==> src/rtl/shreg_pkg.sv <==
package shreg_pkg;

  localparam int CTRL_ADDR   = 'h00;
  localparam int ACCESS_ADDR = 'h01;
  localparam int GEN_ADDR    = 'h02;
  localparam int WIN_BASE    = 'h10;
  localparam int CUR_BASE    = 'h30;
  localparam int CUR_SLOT    = 6;   // cursor occupies window slot 6
  localparam int UPD_SHIFT   = 8;   // update bit offset above activate bit
  localparam int MODE_W      = 2;   // display-mode field width in general reg

  // Activate-bit position of group g: 0 general, 1..nwin windows, last cursor
  function automatic int grp_bit(input int g, input int nwin);
    if (g == 0)
      return 0;
    else if (g <= nwin)
      return g;
    else
      return 1 + CUR_SLOT;
  endfunction

endpackage

==> src/rtl/shreg_decode.sv <==
module shreg_decode
  import shreg_pkg::*;
#(
  parameter int AW     = 8,
  parameter int NWIN   = 3,
  parameter int REGS   = 2,
  parameter int RIDX_W = 1,
  parameter int NGRP   = NWIN + 2
) (
  input  logic [AW-1:0]     addr,
  output logic              hit_ctrl,
  output logic              hit_access,
  output logic [NGRP-1:0]   grp_hit,
  output logic [RIDX_W-1:0] reg_idx
);

  localparam int STRIDE = 1 << RIDX_W;
  localparam logic [AW-1:0] CB = AW'(CUR_BASE);

  logic idx_ok;

  assign reg_idx    = addr[RIDX_W-1:0];
  assign idx_ok     = (int'(reg_idx) < REGS);
  assign hit_ctrl   = (addr == AW'(CTRL_ADDR));
  assign hit_access = (addr == AW'(ACCESS_ADDR));
  assign grp_hit[0] = (addr == AW'(GEN_ADDR));

  for (genvar w = 0; w < NWIN; w++) begin : g_win_dec
    localparam logic [AW-1:0] WB = AW'(WIN_BASE + w * STRIDE);
    assign grp_hit[1+w] = (addr[AW-1:RIDX_W] == WB[AW-1:RIDX_W]) && idx_ok;
  end

  assign grp_hit[NGRP-1] = (addr[AW-1:RIDX_W] == CB[AW-1:RIDX_W]) && idx_ok;

endmodule

==> src/rtl/shreg_group.sv <==
module shreg_group #(
  parameter int DW     = 32,
  parameter int NREG   = 2,
  parameter int IW     = 1,
  parameter bit TRIPLE = 1'b1
) (
  input  logic                     clk,
  input  logic                     rst_n,
  input  logic                     wr_en,
  input  logic [IW-1:0]            wr_idx,
  input  logic [DW-1:0]            wr_data,
  input  logic                     upd_req,
  input  logic                     act_req,
  input  logic                     stop_mode,
  input  logic                     frame_tick,
  output logic                     pending,
  output logic [NREG-1:0][DW-1:0]  asm_o,
  output logic [NREG-1:0][DW-1:0]  act_o
);

  logic [NREG-1:0][DW-1:0] asm_q, asm_d;
  logic [NREG-1:0][DW-1:0] act_q, act_d;
  logic [NREG-1:0][DW-1:0] src;
  logic                    pend_q, pend_d;
  logic                    req_eff, fire;

  // assembly copy
  always_comb begin
    asm_d = asm_q;
    for (int r = 0; r < NREG; r++)
      if (wr_en && (wr_idx == IW'(r)))
        asm_d[r] = wr_data;
  end

  always_ff @(posedge clk or negedge rst_n) begin
    if (!rst_n)     asm_q <= '0;
    else if (wr_en) asm_q <= asm_d;
  end

  // armed copy (triple-buffered variant only)
  if (TRIPLE) begin : g_armed
    logic [NREG-1:0][DW-1:0] arm_q;

    always_ff @(posedge clk or negedge rst_n) begin
      if (!rst_n)       arm_q <= '0;
      else if (upd_req) arm_q <= asm_q;
    end

    assign src = upd_req ? asm_q : arm_q;

    AST_ARM_CAPTURE: assert property (@(posedge clk) disable iff (!rst_n)
      upd_req |=> (arm_q == $past(asm_q)));
  end else begin : g_direct
    assign src = asm_q;
  end

  // pending request and active transfer
  always_comb begin
    req_eff = pend_q | act_req;
    fire    = req_eff & (stop_mode | frame_tick);
    pend_d  = req_eff & ~fire;
    act_d   = fire ? src : act_q;
  end

  always_ff @(posedge clk or negedge rst_n) begin
    if (!rst_n)    act_q <= '0;
    else if (fire) act_q <= act_d;
  end

  always_ff @(posedge clk or negedge rst_n) begin
    if (!rst_n) pend_q <= 1'b0;
    else        pend_q <= pend_d;
  end

  assign pending = pend_q;
  assign asm_o   = asm_q;
  assign act_o   = act_q;

  AST_STOP_NOW: assert property (@(posedge clk) disable iff (!rst_n)
    (act_req && stop_mode) |=> !pend_q);

  AST_RUN_WAIT: assert property (@(posedge clk) disable iff (!rst_n)
    (act_req && !stop_mode && !frame_tick) |=> (pend_q && $stable(act_q)));

  AST_PEND_CLEAR: assert property (@(posedge clk) disable iff (!rst_n)
    (pend_q && frame_tick) |=> !pend_q);

  AST_HOLD_IDLE: assert property (@(posedge clk) disable iff (!rst_n)
    (!pend_q && !act_req) |=> $stable(act_q));

endmodule

==> src/rtl/shreg_bank.sv <==
module shreg_bank
  import shreg_pkg::*;
#(
  parameter int DW   = 32,
  parameter int AW   = 8,
  parameter int NWIN = 3,
  parameter int REGS = 2
) (
  input  logic                               clk,
  input  logic                               rst_n,
  input  logic                               bus_we,
  input  logic [AW-1:0]                      bus_addr,
  input  logic [DW-1:0]                      bus_wdata,
  output logic [DW-1:0]                      bus_rdata,
  input  logic                               frame_tick,
  output logic [DW-1:0]                      act_general,
  output logic [NWIN-1:0][REGS-1:0][DW-1:0]  act_win,
  output logic [REGS-1:0][DW-1:0]            act_cursor,
  output logic                               ctl_idle
);

  localparam int NGRP   = NWIN + 2;
  localparam int RIDX_W = (REGS > 1) ? $clog2(REGS) : 1;
  localparam int CUR_G  = NGRP - 1;

  logic                              hit_ctrl, hit_access;
  logic [NGRP-1:0]                   grp_hit;
  logic [RIDX_W-1:0]                 reg_idx;
  logic                              ctrl_wr;
  logic [NGRP-1:0]                   upd_vec, act_vec, pend_vec;
  logic [7:0]                        pend8;
  logic                              sel_q, sel_d;
  logic                              stop_mode;
  logic [0:0][DW-1:0]                gen_asm, gen_act;
  logic [NWIN-1:0][REGS-1:0][DW-1:0] win_asm, win_act;
  logic [REGS-1:0][DW-1:0]           cur_asm, cur_act;

  shreg_decode #(
    .AW(AW), .NWIN(NWIN), .REGS(REGS), .RIDX_W(RIDX_W), .NGRP(NGRP)
  ) u_dec (
    .addr       (bus_addr),
    .hit_ctrl   (hit_ctrl),
    .hit_access (hit_access),
    .grp_hit    (grp_hit),
    .reg_idx    (reg_idx)
  );

  assign ctrl_wr = bus_we & hit_ctrl;

  for (genvar g = 0; g < NGRP; g++) begin : g_req
    localparam int AB = grp_bit(g, NWIN);
    assign act_vec[g] = ctrl_wr & bus_wdata[AB];
    assign upd_vec[g] = ctrl_wr & bus_wdata[AB + UPD_SHIFT];
  end

  always_comb begin
    pend8 = '0;
    for (int g = 0; g < NGRP; g++)
      pend8[grp_bit(g, NWIN)] = pend_vec[g];
  end

  // read-select register
  always_comb begin
    sel_d = sel_q;
    if (bus_we && hit_access) sel_d = bus_wdata[0];
  end

  always_ff @(posedge clk or negedge rst_n) begin
    if (!rst_n) sel_q <= 1'b0;
    else        sel_q <= sel_d;
  end

  assign stop_mode = (gen_act[0][MODE_W-1:0] == '0);

  shreg_group #(.DW(DW), .NREG(1), .IW(1), .TRIPLE(1'b0)) u_gen (
    .clk        (clk),
    .rst_n      (rst_n),
    .wr_en      (bus_we & grp_hit[0]),
    .wr_idx     (1'b0),
    .wr_data    (bus_wdata),
    .upd_req    (upd_vec[0]),
    .act_req    (act_vec[0]),
    .stop_mode  (stop_mode),
    .frame_tick (frame_tick),
    .pending    (pend_vec[0]),
    .asm_o      (gen_asm),
    .act_o      (gen_act)
  );

  for (genvar w = 0; w < NWIN; w++) begin : g_win
    shreg_group #(.DW(DW), .NREG(REGS), .IW(RIDX_W), .TRIPLE(1'b1)) u_win (
      .clk        (clk),
      .rst_n      (rst_n),
      .wr_en      (bus_we & grp_hit[1+w]),
      .wr_idx     (reg_idx),
      .wr_data    (bus_wdata),
      .upd_req    (upd_vec[1+w]),
      .act_req    (act_vec[1+w]),
      .stop_mode  (stop_mode),
      .frame_tick (frame_tick),
      .pending    (pend_vec[1+w]),
      .asm_o      (win_asm[w]),
      .act_o      (win_act[w])
    );
  end

  shreg_group #(.DW(DW), .NREG(REGS), .IW(RIDX_W), .TRIPLE(1'b1)) u_cur (
    .clk        (clk),
    .rst_n      (rst_n),
    .wr_en      (bus_we & grp_hit[CUR_G]),
    .wr_idx     (reg_idx),
    .wr_data    (bus_wdata),
    .upd_req    (upd_vec[CUR_G]),
    .act_req    (act_vec[CUR_G]),
    .stop_mode  (stop_mode),
    .frame_tick (frame_tick),
    .pending    (pend_vec[CUR_G]),
    .asm_o      (cur_asm),
    .act_o      (cur_act)
  );

  // read-back mux
  always_comb begin
    bus_rdata = '0;
    if (hit_ctrl)
      bus_rdata[7:0] = pend8;
    else if (hit_access)
      bus_rdata[0] = sel_q;
    else if (grp_hit[0])
      bus_rdata = sel_q ? gen_act[0] : gen_asm[0];
    else if (grp_hit[CUR_G])
      bus_rdata = sel_q ? cur_act[reg_idx] : cur_asm[reg_idx];
    else
      for (int w = 0; w < NWIN; w++)
        if (grp_hit[1+w])
          bus_rdata = sel_q ? win_act[w][reg_idx] : win_asm[w][reg_idx];
  end

  assign act_general = gen_act[0];
  assign act_win     = win_act;
  assign act_cursor  = cur_act;
  assign ctl_idle    = stop_mode;

  AST_IDLE_STEP: assert property (@(posedge clk) disable iff (!rst_n)
    (ctl_idle && !act_vec[0]) |=> ctl_idle);

endmodule

==> config.mk <==
export PLATFORM = sky130hd
export DESIGN_NAME = shreg_bank
export DESIGN_NICKNAME = d
export VERILOG_FILES = /design/src/rtl/shreg_pkg.sv /design/src/rtl/shreg_decode.sv /design/src/rtl/shreg_group.sv /design/src/rtl/shreg_bank.sv
export SDC_FILE = /design/constraint.sdc
export NUM_CORES = 1
export LEC_CHECK = 0
export BUFFER_PORTS_ARGS = -buffer_cell sky130_fd_sc_hd__buf_2
export CORE_MARGIN = 2
export CORE_UTILIZATION = 30
export DETAILED_ROUTE_END_ITERATION = 16
export GPL_ROUTABILITY_DRIVEN = 0
export PLACE_DENSITY = 0.45
export SETUP_SLACK_MARGIN = 0.1
export SYNTH_ARGS = -nofsm -noshare
export SYNTH_HDL_FRONTEND = slang
export SYNTH_SLANG_ARGS = --single-unit
export TNS_END_PERCENT = 100
==> constraint.sdc <==
create_clock -name clk -period 3.2 [get_ports clk]
set_input_delay 0.32 -clock clk [delete_from_list [all_inputs] [get_ports clk]]
set_output_delay 0.32 -clock clk [all_outputs]
set_load 0.1 [all_outputs]
==> metrics.yaml, run 1 <==
global_route:
  grt.overflow.total: 0
  antenna_found_initial: 15
  grt_max_degree: 87
  grt_pass1_vias: 24020
  grt_use_total_pct: 20.39
  grt_pass1_wl_um: 185200
power:
  seqPwrFrac_pct: 45.4
  ir_drop_mv: 0.3956
  p_sw_share_pct: 23.00
  intPower_uw: 18530
  power_frac_comb_pct: 5.5
  powerDensity_nw_per_um2: 513.6
  power.total_uw: 24060
  clockPowerShare_pct: 49.2
  switchingPower_uw: 5534
  leakage_uw: 0.02349
route:
  final_antenna_net_count: 0
  drc: 0
  wire_per_inst_um: 28.67
  vias: 22278
  firstDrtPassIters: 4
  vias_per_cell: 4.981
  first_iter_violations: 1336
  wl_um: 128200
logic_synthesis:
  synth_cell_type_count: 44
  syn_inst: 2283
  synth_top_area_cell: "dfrtp_1"
  ys_ff_latch: 838
  synth_commonest_cells: "838 x dfrtp_1, 595 x mux2_2, 240 x mux2_4"
  synth_ff_type: "dfrtp_1"
  ys_warn_count: 0
  ys_top_cells_by_area: "dfrtp_1 57%, mux2_2 18%, mux2_4 9.7%, mux4_2 7.0%, mux2i_1 1.8%"
  seq_area_frac_synth_pct: 56.62
  synth_edf_count: 0
  yosysMostFrequentCell: "dfrtp_1"
  synth_top_area_share_pct: 56.62
  synthArstFlopShare_pct: 100.0
  synthesis.area_sq_um: 37040
  syn-num-nets: 2327
  syn_area_per_cell_sq_um: 16.22
critical_path:
  r2r-end: "g_win[2].u_win.act_o[55]$_DFFE_PN0P_"
  r2r_start: "u_gen.act_o[0]$_DFFE_PN0P_"
  reg2reg_slack_ns: 0.97
  cp-endpoint: "bus_rdata[23]"
  startpoint_type: "register"
  crit_start: "sel_q$_DFFE_PN0P_"
  arrival_ns: 3.03
  required_ns: 2.88
  end_kind: "primary output"
  ff2ff_path_depth: 5
  path_max_fanout: 5
  path_class: "reg -> out"
sta:
  fin_ws_ns: -0.1539
  clock_skew_ns: 0.03713
  drv_slew: 0
  setup_viol: 25
  fmax_mhz: 298.2
  post-route-min-period_ns: 3.354
  tightest_slew_ns: 0.8876
  hold_violations: 0
  rsz0062_at_grt: "yes"
  period_share_pct: 104.8
  max-slew-margin-rel_pct: 40.43
min_path:
  holdCritStartpoint: "frame_tick"
  hp-class: "in -> reg"
  hold_path_depth: 3
clock_network:
  cts.sinks: 838
  h-tree-depth: 3
  cts_tree: "built"
  cts_max_path_buffers: 3
  numCtsBuffers: 98
  insertion_delay_ns: 0.69
  root_buffer: "clkbuf_16"
  clkTransAtPathRegs_ns: 0.06
floorplanning:
  die_w_um: 355.4
  start_util_pct: 30.31
  die_y_um: 355.4
  io_pins: 365
  dieArea_sq_um: 126300
  rows: 128
  core_area_sq_um: 122200
cells_and_area:
  final_nets: 2812
  fillCellCount: 11402
  drive_gt1_share_pct: 62.37
  area_growth_pct: 26.49
  final_core_util_pct: 38.34
placed_design:
  io_buffers: 364
  dp_hpwl_um: 89480
job:
  cap_violations: 0
outcome:
  status: "complete, but fails checks"
  violations: "negative setup slack"
cells by family after synthesis:
| logic type | Yosys count | synth area share [%] |
|---|---|---|
| buf+inv | 160 | 2.621 |
| compound gates | 153 | 2.672 |
| simple gates | 115 | 1.466 |
| flops | 838 | 56.62 |
| mux | 1017 | 36.62 |
worst max-delay path, stage by stage, from the launching register on:
cell and delay [ns]:
dfrtp_4 0.52, buf_4 0.17, buf_12 0.13, bufbuf_16 0.28, buf_12 0.13, mux4_2 0.46
a211oi_2 0.25, o22ai_2 0.17, buf_12 0.21
layer usage:
metal / global-route usage [%] / wire length, um / vias to the layer above
li1: - / - / 9420
met1: 28.21 / 58310 / 12140
met2: 31.20 / 58110 / 560
met3: 5.641 / 8578 / 156
met4: 5.856 / 3246 / 2
met5: 0 / 7 / -
cell usage in the layout (no fill, tap or decap), drive strengths merged, types with 4 or more instances in the layout:
cell type | netlist | layout
a21o | 9 | 9
a31oi | 6 | 6
a22o | 11 | 11
nor3 | 7 | 7
mux2 | 836 | 836
and2 | 7 | 7
mux2i | 66 | 66
o211ai | 4 | 4
clkinv | 0 | 23
o22ai | 11 | 11
bufinv | 0 | 12
a21oi | 49 | 49
or2 | 6 | 6
clkbuf | 36 | 141
dfrtp | 838 | 838
a211oi | 11 | 11
o21ai | 23 | 23
a22oi | 15 | 15
mux4 | 115 | 115
nor2 | 48 | 48
nand2 | 32 | 32
a221o | 9 | 9
buf | 123 | 540
flip-flops by register name (all words and copies together), names as in the netlist:
signal,flops
sel_q,1
g_win.u_win.pending,3
u_gen.act_o,32
u_cur.pending,1
g_win.u_win.asm_o,192
u_cur.asm_o,64
u_gen.pending,1
g_win.u_win.g_armed.arm_q,192
u_cur.act_o,64
u_gen.asm_o,32
g_win.u_win.act_o,192
u_cur.g_armed.arm_q,64
worst min-delay path by stage:
stage               slack, ns                                   to
finish                   0.10     g_win[0].u_win.pending$_DFF_PN0_
floorplan                0.02  g_win[0].u_win.act_o[0]$_DFFE_PN0P_
global route             0.08              u_cur.pending$_DFF_PN0_
global placement         0.40    u_cur.g_armed.arm_q[42]$_DFF_PN0_
CTS                      0.05              u_cur.pending$_DFF_PN0_
detailed placement       0.40    u_cur.g_armed.arm_q[42]$_DFF_PN0_
area by class of cell:
type / count / area, sq um / area share, %
Multi-Input combinational cell: 1285 / 15870 / 33.88
Tap cell: 1625 / 2033 / 4.340
Sequential cell: 838 / 20970 / 44.77
Inverter: 1 / 3.754 / 0.008012
Timing Repair Buffer: 544 / 4546 / 9.702
Antenna cell: 2 / 5.005 / 0.01068
Clock inverter: 38 / 546.8 / 1.167
Clock buffer: 140 / 2873 / 6.132
repair_timing:
item,in CTS,in global routing
hold endpoints to repair,54,0
endpoints found under the setup margin,32,32
buffers inserted,38,11
hold buffers,1,0
gates resized for setup,141,23
gates cloned,8,0
pin swaps,51,27
power by group through the flow:
stage / clock network (uW) / registers (uW) / logic (uW)
after global placement: 0 / 11100 / 1160
after detailed placement: 0 / 11100 / 1180
after global routing: 12600 / 10900 / 1420
after floorplan: 0 / 11100 / 538
after CTS: 12100 / 10900 / 1330
final: 11800 / 10900 / 1320
stage by stage:
step                      hold slack [ns]  std cells  setup slack [ns]  instance area [sq um]  setup TNS, ns
after floorplan                   0.02441       2283           0.08265                  37240              0
after global placement             0.3982       4238            0.1310                  42070              0
after detailed placement           0.3967       4238            0.1204                  42070              0
after CTS                         0.04575       4463           -0.2423                  46690         -4.174
after global routing              0.08410       4472           -0.2101                  46850         -3.732
final                              0.1014       4473           -0.1539                  46850         -1.937
(Power assumes the default switching activity.)
==> run 2, diff against run 1 <==
--- a/config.mk
+++ b/config.mk
@@ -11,6 +11,7 @@
 export DETAILED_ROUTE_END_ITERATION = 16
 export GPL_ROUTABILITY_DRIVEN = 0
 export PLACE_DENSITY = 0.45
+export REMOVE_ABC_BUFFERS = 1
 export SETUP_SLACK_MARGIN = 0.1
 export SYNTH_ARGS = -nofsm -noshare
 export SYNTH_HDL_FRONTEND = slang
==> run 2 against run 1 <==
Against the previous run:
- the flow still finishes with violations (negative setup slack)
- first-iteration DRC count decreased by 19%
- maximum frequency increased by 4.0%
- clock power shrank 3%
- combinational power fell by 7%
- wire length fell by 3.2%
- hold slack got worse by 0.060 ns
- die area stayed put
- via count fell by 0.86%
- critical endpoint is now bus_rdata[7]
- highest routed layer unchanged
==> metrics.yaml, run 2 (synthesized netlist as in run 1, its figures left out) <==
outcome:
  status: "complete, but fails checks"
  violations: "negative setup slack"
floorplanning:
  rows: 128  # unchanged
  core_area_sq_um: 122200  # unchanged
  dieArea_sq_um: 126300  # unchanged
  io_pins: 365  # unchanged
  start_util_pct: 30.31  # unchanged
  die_w_um: 355.4  # unchanged
  die_y_um: 355.4  # unchanged
sta:
  hold_violations: 0  # unchanged
  fin_ws_ns: -0.02389  # +0.1300 ns
  clock_skew_ns: 0.02786  # -0.009267 ns
  fmax_mhz: 310.2  # +4.0%
  post-route-min-period_ns: 3.224  # -0.1300 ns
  final.setup.tns_ns: -0.07856  # +1.858 ns
  rsz0062_at_grt: "yes"
  max-slew-margin-rel_pct: 42.97  # +2.5 points
  period_share_pct: 100.7  # -4.1 points
  tightest_slew_ns: 0.8554  # -0.03218 ns
  setup_viol: 7  # -72%
  drv_slew: 0  # unchanged
placed_design:
  io_buffers: 364  # unchanged
  pre_cts_ws_ns: 0.2427  # +0.1223 ns
  placed_cells: 4237  # -0.024%
  place_area_sq_um: 41990  # -0.20%
  dp_hpwl_um: 82720  # -7.6%
critical_path:
  r2r_start: "u_gen.act_o[1]$_DFFE_PN0P_"
  path_max_fanout: 8  # +3
  arrival_ns: 2.90  # -0.13 ns
  end_kind: "primary output"
  crit_start: "sel_q$_DFFE_PN0P_"
  cp-endpoint: "bus_rdata[7]"
  startpoint_type: "register"
  ff2ff_path_depth: 5  # unchanged
  r2r-end: "u_cur.act_o[33]$_DFFE_PN0P_"
  path_class: "reg -> out"
  reg2reg_slack_ns: 0.97  # about the same
  required_ns: 2.88  # about the same
job:
  cap_violations: 0  # unchanged
route:
  final_antenna_net_count: 0  # unchanged
  drc: 0  # unchanged
  wire_per_inst_um: 27.79  # -3.1%
  vias: 22087  # -0.86%
  wl_um: 124200  # -3.2%
  first_iter_violations: 1081  # -19%
  firstDrtPassIters: 5  # +1
  vias_per_cell: 4.942  # -0.77%
clock_network:
  cts.sinks: 838  # unchanged
  h-tree-depth: 3  # unchanged
  cts_tree: "built"
  cts_max_path_buffers: 3  # unchanged
  root_buffer: "clkbuf_16"
  clkTransAtPathRegs_ns: 0.06  # about the same
  insertion_delay_ns: 0.67  # -0.02 ns
  numCtsBuffers: 98  # unchanged
global_route:
  grt_pass1_vias: 23928  # -0.38%
  grt_use_total_pct: 19.67  # -0.72 points
  grt_pass1_wl_um: 179200  # -3.2%
  grt_max_degree: 144  # +66%
  antenna_found_initial: 10  # -5
  grt.overflow.total: 0  # unchanged
cells_and_area:
  area_growth_pct: 25.77
  stdcell_count: 4469  # -0.089%
  mostFrequentLayoutCells: "837 x dfrtp_1, 595 x mux2_2, 330 x buf_2"
  final_nets: 2810  # -0.071%
  final_common_cell: "dfrtp_1"
  drive_gt1_share_pct: 61.84  # -0.53 points
  fin_area_sq_um: 46590  # -0.57%
power:
  power.total_uw: 23540  # -2.2%
  leakage_uw: 0.02344  # -0.22%
  ir_drop_mv: 0.4078  # +3.1%
  powerDensity_nw_per_um2: 505.3  # -1.6%
min_path:
  hp-class: "in -> reg"
-- run 2: cell types whose count changed in the layout (fill, tap and decap cells not counted), moves of 5 or more --
cell / delta
bufinv_16: -7
o21ai_0: +6
buf_4: -13
o21ai_1: -6
buf_6: +7
clkbuf_8: +8
o22ai_4: -5
-- run 2: final cells by class --
cell class	count	area (sq um)
Clock buffer	147	3000
Tap cell	1625	2033
Inverter	1	3.754
Timing Repair Buffer	542	4532
Clock inverter	30	294.0
Fill cell	11446	75610
Multi-Input combinational cell	1285	15750
Antenna cell	1	2.502
Sequential cell	838	20970
-- run 2: timing repair --
item,in CTS,in global routing
setup buffers,31,17
hold buffers,4,0
gates resized for setup,117,43
cloned,5,0
endpoints found under the hold margin,59,0
setup endpoints to repair,32,32
pin swaps,24,32
-- run 2: per-layer routing --
metal | vias up | wire length, um | share of wire, % | global-route usage [%]
met1 | 12017 | 54560 | 44 | 26.12
met4 | 6 | 3471 | 2.8 | 5.229
met3 | 171 | 7949 | 6.4 | 5.677
met5 | - | 25 | 0.020 | 0
li1 | 9391 | - | - | -
met2 | 502 | 58190 | 47 | 31.42
-- run 2: worst min path at each step --
stage,startpoint,slack (ns),depth (start not counted),endpoint
floorplan,rst_n,0.02,0,g_win[0].u_win.act_o[0]$_DFFE_PN0P_
global placement,rst_n,0.32,1,g_win[2].u_win.act_o[27]$_DFFE_PN0P_
detailed placement,rst_n,0.32,1,g_win[2].u_win.act_o[27]$_DFFE_PN0P_
CTS,bus_wdata[26],0.0002,2,g_win[0].u_win.asm_o[58]$_DFFE_PN0P_
global route,bus_wdata[18],0.04,2,g_win[2].u_win.asm_o[50]$_DFFE_PN0P_
finish,bus_wdata[26],0.04,2,g_win[0].u_win.asm_o[58]$_DFFE_PN0P_
-- run 2: power by group --
part	total [uW]	internal [uW]	switching, uW
combinational	1230	528	706
clock	11400	6840	4550
sequential	10900	10800	126
-- run 2: worst max-delay path: stages, from the launching register on --
cell and delay (ns):
dfrtp_4 0.54, buf_12 0.15, buf_6 0.11, buf_12 0.14, mux4_2 0.43, a22o_1 0.26, a221o_2 0.42, buf_12 0.19
-- run 2: through the flow --
step,hold WS (ns),util (%)
floorplan,0.02441,-
global placement,0.3161,34.36
detailed placement,0.3168,34.36
CTS,0.0002259,37.88
global route,0.03611,38.12
finish,0.04102,38.12
==> run 3, diff against run 2 <==
--- a/config.mk
+++ b/config.mk
@@ -7,10 +7,10 @@
 export LEC_CHECK = 0
 export BUFFER_PORTS_ARGS = -buffer_cell sky130_fd_sc_hd__buf_2
 export CORE_MARGIN = 2
-export CORE_UTILIZATION = 30
+export CORE_UTILIZATION = 59
 export DETAILED_ROUTE_END_ITERATION = 16
 export GPL_ROUTABILITY_DRIVEN = 0
-export PLACE_DENSITY = 0.45
+export PLACE_DENSITY = 0.79
 export REMOVE_ABC_BUFFERS = 1
 export SETUP_SLACK_MARGIN = 0.1
 export SYNTH_ARGS = -nofsm -noshare
==> run 3 against run 2 <==
Against the previous run:
- the run now ends clean
- non-clock buffer count shrank 11
- clock power shrank 14%
- sequential power is essentially flat
- register-to-register slack lost 0.20 ns
- first-iteration DRC count grew 79%
- sequential share of layout area grew 2.0 points
- setup slack gained 0.047 ns
- design area shrank 4.3%
- clock-buffer cell count shrank 26
- wire length shrank 15%
- critical path depth shrank 1
- utilization grew 34 points
- largest cell class unchanged
==> metrics.yaml, run 3 (synthesized netlist as in run 1, its figures left out) <==
floorplanning:
  dieArea_sq_um: 64800  # -49%
  io_pins: 365  # unchanged
  start_util_pct: 59.80  # +29 points
  core_area_sq_um: 61940  # -49%
  die_w_um: 254.6  # -28%
  die_y_um: 254.6  # -28%
  rows: 91  # -29%
sta:
  hold_violations: 0  # unchanged
  post-route-min-period_ns: 3.177  # -0.04690 ns
  fmax_mhz: 314.8  # +1.5%
  drv_slew: 0  # unchanged
  holdWs_ns: 0.05919  # +0.01817 ns
  max-slew-margin-rel_pct: 44.96  # +2.0 points
  tightest_slew_ns: 0.8255  # -0.02990 ns
  rsz0062_at_grt: "yes"
  clock_skew_ns: 0.02012  # -0.007749 ns
  period_share_pct: 99.28  # -1.5 points
  setup_viol: 0  # -7
critical_path:
  path_max_fanout: 9  # +1
  reg2reg_slack_ns: 0.77  # -0.20 ns
  critical-path-max-stage-delay_ns: 0.52  # -0.02 ns
  path_class: "reg -> out"
  critPathTopFamily: "compound AO/OA/AOI/OAI gates"
  r2r-end: "u_cur.act_o[5]$_DFFE_PN0P_"
  crit_path_top_delay_cell: "mux4_2"
  ff2ff_path_depth: 5  # unchanged
  path_cells: "buf_12 -> buf_16 -> mux4_2 -> a22o_1 -> a221o_1 -> buf_12"
  end_kind: "primary output"
  crit_path_frequent_cell: "buf_12"
  required_ns: 2.88  # about the same
  r2r_start: "u_gen.act_o[1]$_DFFE_PN0P_"
  startpoint_type: "register"
  crit_buf_inv: 3  # -1
  arrival_ns: 2.86  # -0.04 ns
clock_network:
  root_buffer: "clkbuf_16"
  h-tree-depth: 3  # unchanged
  cts.sinks: 838  # unchanged
  insertion_delay_ns: 0.64  # -0.03 ns
  clkTransAtPathRegs_ns: 0.06  # about the same
  numCtsBuffers: 84  # -14%
  cts_tree: "built"
  cts_max_path_buffers: 3  # unchanged
placed_design:
  io_buffers: 364  # unchanged
  dp_hpwl_um: 69170  # -16%
  placed_cells: 3445  # -19%
  place_area_sq_um: 40820  # -2.8%
route:
  vias: 22916  # +3.8%
  vias_per_cell: 6.287  # +27%
  final_antenna_net_count: 0  # unchanged
  firstDrtPassIters: 5  # unchanged
  drc: 0  # unchanged
  first_iter_violations: 1932  # +79%
  wl_um: 106100  # -15%
  wire_per_inst_um: 29.12  # +4.8%
global_route:
  grt_use_total_pct: 32.96  # +13 points
  grt_max_degree: 81  # -44%
  grt.overflow.total: 0  # unchanged
  antenna_found_initial: 7  # -3
  grt_pass1_wl_um: 157100  # -12%
  grt_pass1_vias: 24297  # +1.5%
power:
  ir_drop_mv: 0.4076  # about the same
  powerDensity_nw_per_um2: 490.6  # -2.9%
  leakage_uw: 0.02298  # -1.9%
  power.total_uw: 21860  # -7.1%
cells_and_area:
  fillCellCount: 3886  # -66%
  stdcell_count: 3645  # -18%
  mostFrequentLayoutCells: "837 x dfrtp_1, 595 x mux2_2, 330 x buf_2"
  final_core_util_pct: 71.95  # +34 points
  drive_gt1_share_pct: 59.98  # -1.9 points
  area_growth_pct: 20.32
  final_nets: 2785  # -0.89%
  final_common_cell: "dfrtp_1"
  fin_area_sq_um: 44570  # -4.3%
min_path:
  holdCritStartpoint: "bus_wdata[24]"
  worstHoldEndpoint: "g_win[0].u_win.asm_o[24]$_DFFE_PN0P_"
  hold_path_depth: 2  # unchanged
  hp-class: "in -> reg"
job:
  cap_violations: 0  # unchanged
outcome:
  status: "finished clean"
run 3: worst reg2reg max path: stages (launching register included):
cell,delay (ns)
dfrtp_1,0.40
nor2_1,0.09
nor2_1,0.48
or2_4,0.63
buf_12,0.37
mux2_4,0.35
run 3: final cells by class:
type,count,area [sq um],area share (%)
tap,837,1047,2.350
sequential,838,20970,47.06
multi-input combinational,1285,15460,34.68
clock buffer,121,2362,5.301
inverter,1,3.754,0.008423
timing repair buffer,531,4375,9.818
clock inverter,25,327.8,0.7356
antenna,7,17.52,0.03931
run 3: power by group:
group	total, uW	leakage [uW]	internal, uW	switching (uW)
logic	1180	0.0100	519	664
clock network	9770	0.00131	5620	4150
registers	10900	0.0117	10800	132
run 3: layer usage:
layer  GRT usage, %  up-vias  share of wire [%]
li1               -     9348                  -
met5              0        -              0.012
met3          8.155      205                8.7
met2          52.09      997                 48
met1          44.98    12364                 40
met4          11.60        2                3.0
run 3: how the worst max path moves through the flow:
stage / start / to / cells past startpoint
finish: sel_q$_DFFE_PN0P_ / bus_rdata[7] / 6
global placement: bus_addr[2] / bus_rdata[9] / 8
floorplan: sel_q$_DFFE_PN0P_ / bus_rdata[12] / 4
global route: sel_q$_DFFE_PN0P_ / bus_rdata[20] / 8
CTS: sel_q$_DFFE_PN0P_ / bus_rdata[3] / 7
detailed placement: bus_addr[2] / bus_rdata[9] / 8
run 3: through the flow:
stage | TNS, ns | worst slack, ns
2_1_floorplan | -804.58 | -5.707
3_3_place_gp | 0 | 0.3022
3_5_place_dp | 0 | 0.2837
4_1_cts | -0.008868 | -0.005635
5_1_grt | -0.1368 | -0.03021
6_report | 0 | 0.02301
run 3: what timing repair did:
| item | in CTS | in global routing |
|---|---|---|
| setup buffers | 19 | 23 |
| cloned | 1 | 3 |
| resized for setup | 79 | 51 |
| endpoints found under the hold margin | 52 | 0 |
| pin swaps | 17 | 22 |
| hold buffers | 1 | 0 |
| endpoints found under the setup margin | 31 | 31 |
